File: config.mk
export PLATFORM = sky130hd
export DESIGN_NAME = tlf_top
export DESIGN_NICKNAME = d
export VERILOG_FILES = /design/src/rtl/tlf_pkg.sv /design/src/rtl/tlf_capture_filter.sv /design/src/rtl/tlf_ptr_ctrl.sv /design/src/rtl/tlf_ram.sv /design/src/rtl/tlf_top.sv
export SDC_FILE = /design/constraint.sdc
export NUM_CORES = 1
export LEC_CHECK = 0
export BUFFER_PORTS_ARGS = -buffer_cell sky130_fd_sc_hd__buf_4
export CAP_MARGIN = 30
export CORE_MARGIN = 2
export CORE_UTILIZATION = 60
export DETAILED_ROUTE_END_ITERATION = 8
export GPL_ROUTABILITY_DRIVEN = 1
export PLACE_DENSITY = 0.82
export SLEW_MARGIN = 30
export SYNTH_ARGS = -nofsm -noshare
export SYNTH_HDL_FRONTEND = slang
export SYNTH_SLANG_ARGS = --single-unit
File: constraint.sdc
create_clock -name clk -period 7.5 [get_ports clk]
set_input_delay 2.25 -clock clk [delete_from_list [all_inputs] [get_ports clk]]
set_output_delay 2.25 -clock clk [all_outputs]
set_load 0.05 [all_outputs]
File: src/rtl/tlf_pkg.sv
package tlf_pkg;
  typedef enum logic [1:0] {
    WK_DATA = 2'b00,
    WK_CMD  = 2'b01,
    WK_STAT = 2'b10,
    WK_RSVD = 2'b11
  } word_kind_e;

  typedef enum logic {
    ROLE_RT = 1'b0,
    ROLE_BC = 1'b1
  } term_role_e;
endpackage

File: src/rtl/tlf_capture_filter.sv
module tlf_capture_filter
  import tlf_pkg::*;
(
  input  logic       clk,
  input  logic       rst,
  input  logic       mode_wr_en,
  input  logic       mode_wr_val,
  input  logic       word_vld,
  input  logic [1:0] word_kind,
  input  logic       cmd_ram_hit,
  input  logic       cmd_mc_host,
  output term_role_e mode_q,
  output logic       cap_req
);
  logic is_cmd;
  logic is_stat;
  logic rt_keep;

  always_ff @(posedge clk) begin
    if (rst) begin
      mode_q <= ROLE_RT;
    end else if (mode_wr_en) begin
      mode_q <= mode_wr_val ? ROLE_BC : ROLE_RT;
    end
  end

  always_comb begin
    is_cmd  = (word_kind == WK_CMD);
    is_stat = (word_kind == WK_STAT);
    rt_keep = is_cmd && (cmd_ram_hit || cmd_mc_host);
    case (mode_q)
      ROLE_BC: cap_req = word_vld && is_stat;
      default: cap_req = word_vld && rt_keep;
    endcase
  end
endmodule

File: src/rtl/tlf_ptr_ctrl.sv
module tlf_ptr_ctrl #(
  parameter int DEPTH = 32,
  localparam int PTR_W = (DEPTH > 1) ? $clog2(DEPTH) : 1,
  localparam int CNT_W = $clog2(DEPTH + 1)
) (
  input  logic             clk,
  input  logic             rst,
  input  logic             cap_req,
  input  logic             pop_req,
  output logic             do_push,
  output logic             do_pop,
  output logic [PTR_W-1:0] wr_ptr,
  output logic [PTR_W-1:0] rd_ptr,
  output logic [CNT_W-1:0] cnt,
  output logic             empty_n,
  output logic             full_n
);
  localparam logic [CNT_W-1:0] CNT_FULL = CNT_W'(DEPTH);
  localparam logic [PTR_W-1:0] PTR_LAST = PTR_W'(DEPTH - 1);

  logic [CNT_W-1:0] cnt_nxt;

  function automatic logic [PTR_W-1:0] ptr_inc(input logic [PTR_W-1:0] p);
    return (p == PTR_LAST) ? '0 : p + 1'b1;
  endfunction

  always_comb begin
    do_pop  = pop_req && (cnt != '0);
    do_push = cap_req && ((cnt != CNT_FULL) || do_pop);
    cnt_nxt = cnt;
    if (do_push && !do_pop) begin
      cnt_nxt = cnt + 1'b1;
    end else if (do_pop && !do_push) begin
      cnt_nxt = cnt - 1'b1;
    end
  end

  always_ff @(posedge clk) begin
    if (rst) begin
      wr_ptr  <= '0;
      rd_ptr  <= '0;
      cnt     <= '0;
      empty_n <= 1'b0;
      full_n  <= 1'b1;
    end else begin
      if (do_push) wr_ptr <= ptr_inc(wr_ptr);
      if (do_pop)  rd_ptr <= ptr_inc(rd_ptr);
      cnt     <= cnt_nxt;
      empty_n <= (cnt_nxt != '0);
      full_n  <= (cnt_nxt != CNT_FULL);
    end
  end
endmodule

File: src/rtl/tlf_ram.sv
module tlf_ram #(
  parameter int DATA_W = 16,
  parameter int DEPTH  = 32,
  localparam int PTR_W = (DEPTH > 1) ? $clog2(DEPTH) : 1
) (
  input  logic              clk,
  input  logic              rst,
  input  logic              we,
  input  logic [PTR_W-1:0]  waddr,
  input  logic [DATA_W-1:0] wdata,
  input  logic              re,
  input  logic              rclr,
  input  logic [PTR_W-1:0]  raddr,
  output logic [DATA_W-1:0] rdata
);
  logic [DATA_W-1:0] mem [DEPTH];

  always_ff @(posedge clk) begin
    if (we) begin
      mem[waddr] <= wdata;
    end
  end

  always_ff @(posedge clk) begin
    if (rst || rclr) begin
      rdata <= '0;
    end else if (re) begin
      rdata <= mem[raddr];
    end
  end
endmodule

File: src/rtl/tlf_top.sv
module tlf_top #(
  parameter int DATA_W   = 16,
  parameter int DEPTH    = 32,
  parameter int HOST_AW  = 5,
  parameter int POP_ADDR = 0,
  localparam int PTR_W = (DEPTH > 1) ? $clog2(DEPTH) : 1,
  localparam int CNT_W = $clog2(DEPTH + 1)
) (
  input  logic               clk,
  input  logic               rst,
  input  logic               mode_wr_en,
  input  logic               mode_wr_val,
  input  logic               word_vld,
  input  logic [1:0]         word_kind,
  input  logic [DATA_W-1:0]  word_data,
  input  logic               cmd_ram_hit,
  input  logic               cmd_mc_host,
  input  logic               rd_en,
  input  logic [HOST_AW-1:0] rd_addr,
  output logic [DATA_W-1:0]  rd_data,
  output logic               empty_n,
  output logic               full_n
);
  import tlf_pkg::*;

  localparam logic [HOST_AW-1:0] POP_HIT = HOST_AW'(POP_ADDR);

  term_role_e       mode_q;
  logic             cap_req;
  logic             pop_req;
  logic             do_push;
  logic             do_pop;
  logic [PTR_W-1:0] wr_ptr;
  logic [PTR_W-1:0] rd_ptr;
  logic [CNT_W-1:0] cnt;

  assign pop_req = rd_en && (rd_addr == POP_HIT);

  tlf_capture_filter u_filter (
    .clk         (clk),
    .rst         (rst),
    .mode_wr_en  (mode_wr_en),
    .mode_wr_val (mode_wr_val),
    .word_vld    (word_vld),
    .word_kind   (word_kind),
    .cmd_ram_hit (cmd_ram_hit),
    .cmd_mc_host (cmd_mc_host),
    .mode_q      (mode_q),
    .cap_req     (cap_req)
  );

  tlf_ptr_ctrl #(.DEPTH(DEPTH)) u_ptr (
    .clk     (clk),
    .rst     (rst),
    .cap_req (cap_req),
    .pop_req (pop_req),
    .do_push (do_push),
    .do_pop  (do_pop),
    .wr_ptr  (wr_ptr),
    .rd_ptr  (rd_ptr),
    .cnt     (cnt),
    .empty_n (empty_n),
    .full_n  (full_n)
  );

  tlf_ram #(.DATA_W(DATA_W), .DEPTH(DEPTH)) u_ram (
    .clk   (clk),
    .rst   (rst),
    .we    (do_push),
    .waddr (wr_ptr),
    .wdata (word_data),
    .re    (do_pop),
    .rclr  (rd_en && !do_pop),
    .raddr (rd_ptr),
    .rdata (rd_data)
  );
endmodule

==> flow_metrics.tcl <==
set metrics [dict create \
    insertedDiodeCount 0 \
    numPortBuffers 48 \
    critPathLaunch "word_kind[1]" \
    async_flop_share_pct 0 \
    cts_hold_buf 0 \
    cts_made_buffers 52 \
    layout_min_cycle_time_ps 4537 \
    p_per_area_nw_per_um2 245.5 \
    maxCapViolCount 0 \
    initial_core_util_pct 60.98 \
    path_class "in -> reg" \
    fmax_ghz 0.2204 \
    synthDistinctLibCells 51 \
    intPower_mw 4.761 \
    rr_startpoint "u_ptr.rd_ptr[1]" \
    slew_headroom_pct 33.23 \
    synth_top_area_share_pct 70.89 \
    gp_congestion 0.9136 \
    outcome "finished clean" \
    grt_pass1_vias 10342 \
    fin_skew_ps 22.02 \
    synth_mux_area_share_pct 18.10 \
    post_cts_buffers 0 \
    synth_xor_area_share_pct 0.1211 \
    synth_adder_area_share_pct 0.5769 \
    hold_viol 0 \
    r2r_end "u_ram.rdata[2]" \
    crit_arrival_ps 4730 \
    synth_top_family_by_area "multiplexers" \
    syn_inst 1011 \
    synth_ff_type "edfxtp_1" \
    wl_per_cell_um 28.93 \
    fp-row-count 69 \
    synth_compound_gate_area_share_pct 2.054 \
    rsz0062_at_grt "false" \
    ir_drop_mv 0.3115 \
    reg2reg_slack_ps 4250 \
    synthSimpleGateAreaFrac_pct 2.971 \
    fp.dieArea_um2 37680 \
    syn_to_final_growth_pct 11.02 \
    worstHoldStart "u_filter.mode_q" \
    viasPerCell 6.629 \
    htree_levels 2 \
    synth-seq-cells 547 \
    cts.sinks 547 \
    detail_route.drc_violations 0 \
    grtUsageTotal_pct 24.69 \
    syn_nets 1052 \
    dp.cells 1493 \
    finalPower_mw 5.911 \
    pwr-share-comb_pct 1.8 \
    instances_no_fill 1589 \
    critPathLaunchType "input port" \
    crit_slowest_cell "nor2_2" \
    initialDrtViolationCount 1282 \
    drive_gt1_share_pct 28.72 \
    grt_overflow 0 \
    end_kind "flip-flop" \
    maxSlewViolCount 0 \
    netlist_top_cells_area "edfxtp_1 (71%), mux4_2 (15%), dfxtp_1 (3.2%)" \
    clockPowerShare_pct 41.7 \
    period_share_pct 60.49 \
    drt-pass1-iter-count 8 \
    setup_violations 0 \
    grt_antenna_before_repair 0 \
    insertion_delay_ps 570 \
    whs_endpoint "u_filter.mode_q" \
    fin_setup_tns_ps 0 \
    root_buffer "clkbuf_16" \
    cts_tree "yes" \
    crit_fanout 16 \
    drtAntennaViolNets 0 \
    hold_path_class "reg -> reg" \
    nets 1128 \
    synth_top_area_cell "edfxtp_1" \
    grt_max_degree 122 \
    core_area_um2 35570 \
    syn_area_per_cell_um2 21.45 \
    die_x_um 194.1 \
    switching_share_pct 19.46 \
    reg2regPathDepth 5 \
    dp_hpwl_um 27100 \
    worst_pin_slew_ps 1002 \
    power_leakage_nw 7.256 \
    pwr-share-seq_pct 56.5 \
    synth_seq_area_share_pct 74.12 \
    cp_data_required_time_ps 7690 \
    cts.repair.resized 0 \
    synth_edf_count 512 \
    die_height_um 194.1 \
    cts.clk_slew.worst_paths_ps 60 \
    io_pins 49 \
    grt_pass1_wl_um 68550 \
    clock_path_buffers 3 \
    max_stage_delay_ps 850 \
    syn_area_um2 21690 \
    vias 10534 \
    cp_cell_sequence "buf_4, nand4bb_1, o21ai_0, o21a_1, nand2_1, nor2_2" \
    hold_depth 2 \
    route.final.wire_length_um 45970 \
    yosysWarnings 0 \
    power_switching_mw 1.150 \
]
## how the worst max path moves through the flow
| stage | slack [ps] | cells past startpoint | end |
|---|---|---|---|
| 5_1_grt | 2770 | 6 | u_ram.mem[20][6] |
| 4_1_cts | 2980 | 6 | u_ram.mem[20][6] |
| 3_5_place_dp | 2390 | 6 | u_ram.mem[20][6] |
| 3_3_place_gp | 2200 | 6 | u_ram.mem[8][0] |
| 2_1_floorplan | 3020 | 5 | u_ram.mem[15][0] |
| 6_report | 2960 | 6 | u_ram.mem[20][6] |
## worst max-delay path: cells and delay by family
kind,cells,cell delay (ps)
AOI/OAI and AO/OA,2,820
buffers and inverters,1,110
and+or+nand+nor,3,1530
## sequential cells by signal, summed over array words and instances (netlist names)
register / count
u_filter.mode_q: 1
u_ptr.cnt: 6
u_ptr.empty_n: 1
u_ptr.full_n: 1
u_ptr.rd_ptr: 5
u_ptr.wr_ptr: 5
u_ram.mem: 512
u_ram.rdata: 16
## cells in the mapped netlist, types with 2 or more instances
cell       number
edfxtp_1      512
mux4_2        141
mux2i_1        67
nor2_1         61
dfxtp_1        35
buf_2          24
a211oi_2       18
nand2_1        17
a21oi_1        16
ha_1           10
buf_12          9
nand3_1         8
buf_4           7
clkbuf_1        7
and3_1          5
inv_1           5
nor3_1          5
o21ai_0         5
nor4_1          4
a31oi_1         3
buf_6           3
mux4_1          3
nand3b_1        3
nor4b_1         3
o21a_1          3
or3_1           3
and4_1          2
buf_1           2
nand2b_1        2
nand4bb_1       2
nor2b_1         2
o211ai_1        2
o21ai_2         2
or4_1           2
xor2_1          2
## layout make-up
type	instances	area, µm²
multi-input combinational	406	5199
inverter	5	18.77
fill	2152	11490
tap	461	576.8
clock inverter	28	222.7
sequential	547	16090
clock buffer	67	1378
timing repair buffer	75	595.6
## layout by cell type (no fill, tap or decap), types with 4 or more instances in the layout
cell / count
a211oi_2: 17
dfxtp_1: 31
nor2_1: 51
nor4_1: 4
mux4_2: 141
clkbuf_16: 52
buf_4: 73
nand3_1: 8
ha_1: 10
and3_1: 5
o21ai_0: 5
edfxtp_1: 512
nand2_1: 17
clkinv_2: 6
nor3_1: 5
clkinv_1: 14
mux2i_1: 67
a21oi_1: 16
clkbuf_1: 13
inv_1: 5
nor2_2: 10
## through the flow
stage          hold slack [ps]  instance area, µm²  worst slack, ps  util (%)
2_1_floorplan            475.8               21690             3022         -
3_3_place_gp             510.8               22440             2199     63.10
3_5_place_dp             518.0               22450             2391     63.12
4_1_cts                  532.3               24050             2977     67.62
5_1_grt                  570.1               24080             2775     67.69
6_report                 530.3               24080             2963     67.69
## logic make-up after synthesis
kind of cell | count (synthesis)
AOI/OAI and AO/OA | 54
xor gates and xnor gates | 3
adders and majority gates | 10
buffers and inverters | 58
DFF | 547
muxes | 211
and+or+nand+nor | 128
## power groups by stage
| stage | clock [mW] | sequential (mW) | combinational, mW |
|---|---|---|---|
| finish | 2.47 | 3.34 | 0.106 |
| detailed placement | 0 | 3.41 | 0.105 |
| global placement | 0 | 3.40 | 0.0998 |
| floorplan | 0 | 3.41 | 0.0304 |
| CTS | 2.49 | 3.34 | 0.106 |
| global route | 2.61 | 3.34 | 0.114 |
## metal layers
layer  vias up  GRT usage (%)  wire, µm
li1       4361              -         -
met1      5412          37.50     18280
met2       680          37.83     22010
met3        81          4.349      4473
met4         0          6.706      1209
met5         -              0         0
Note: power is estimated with default switching activity, not from simulation.
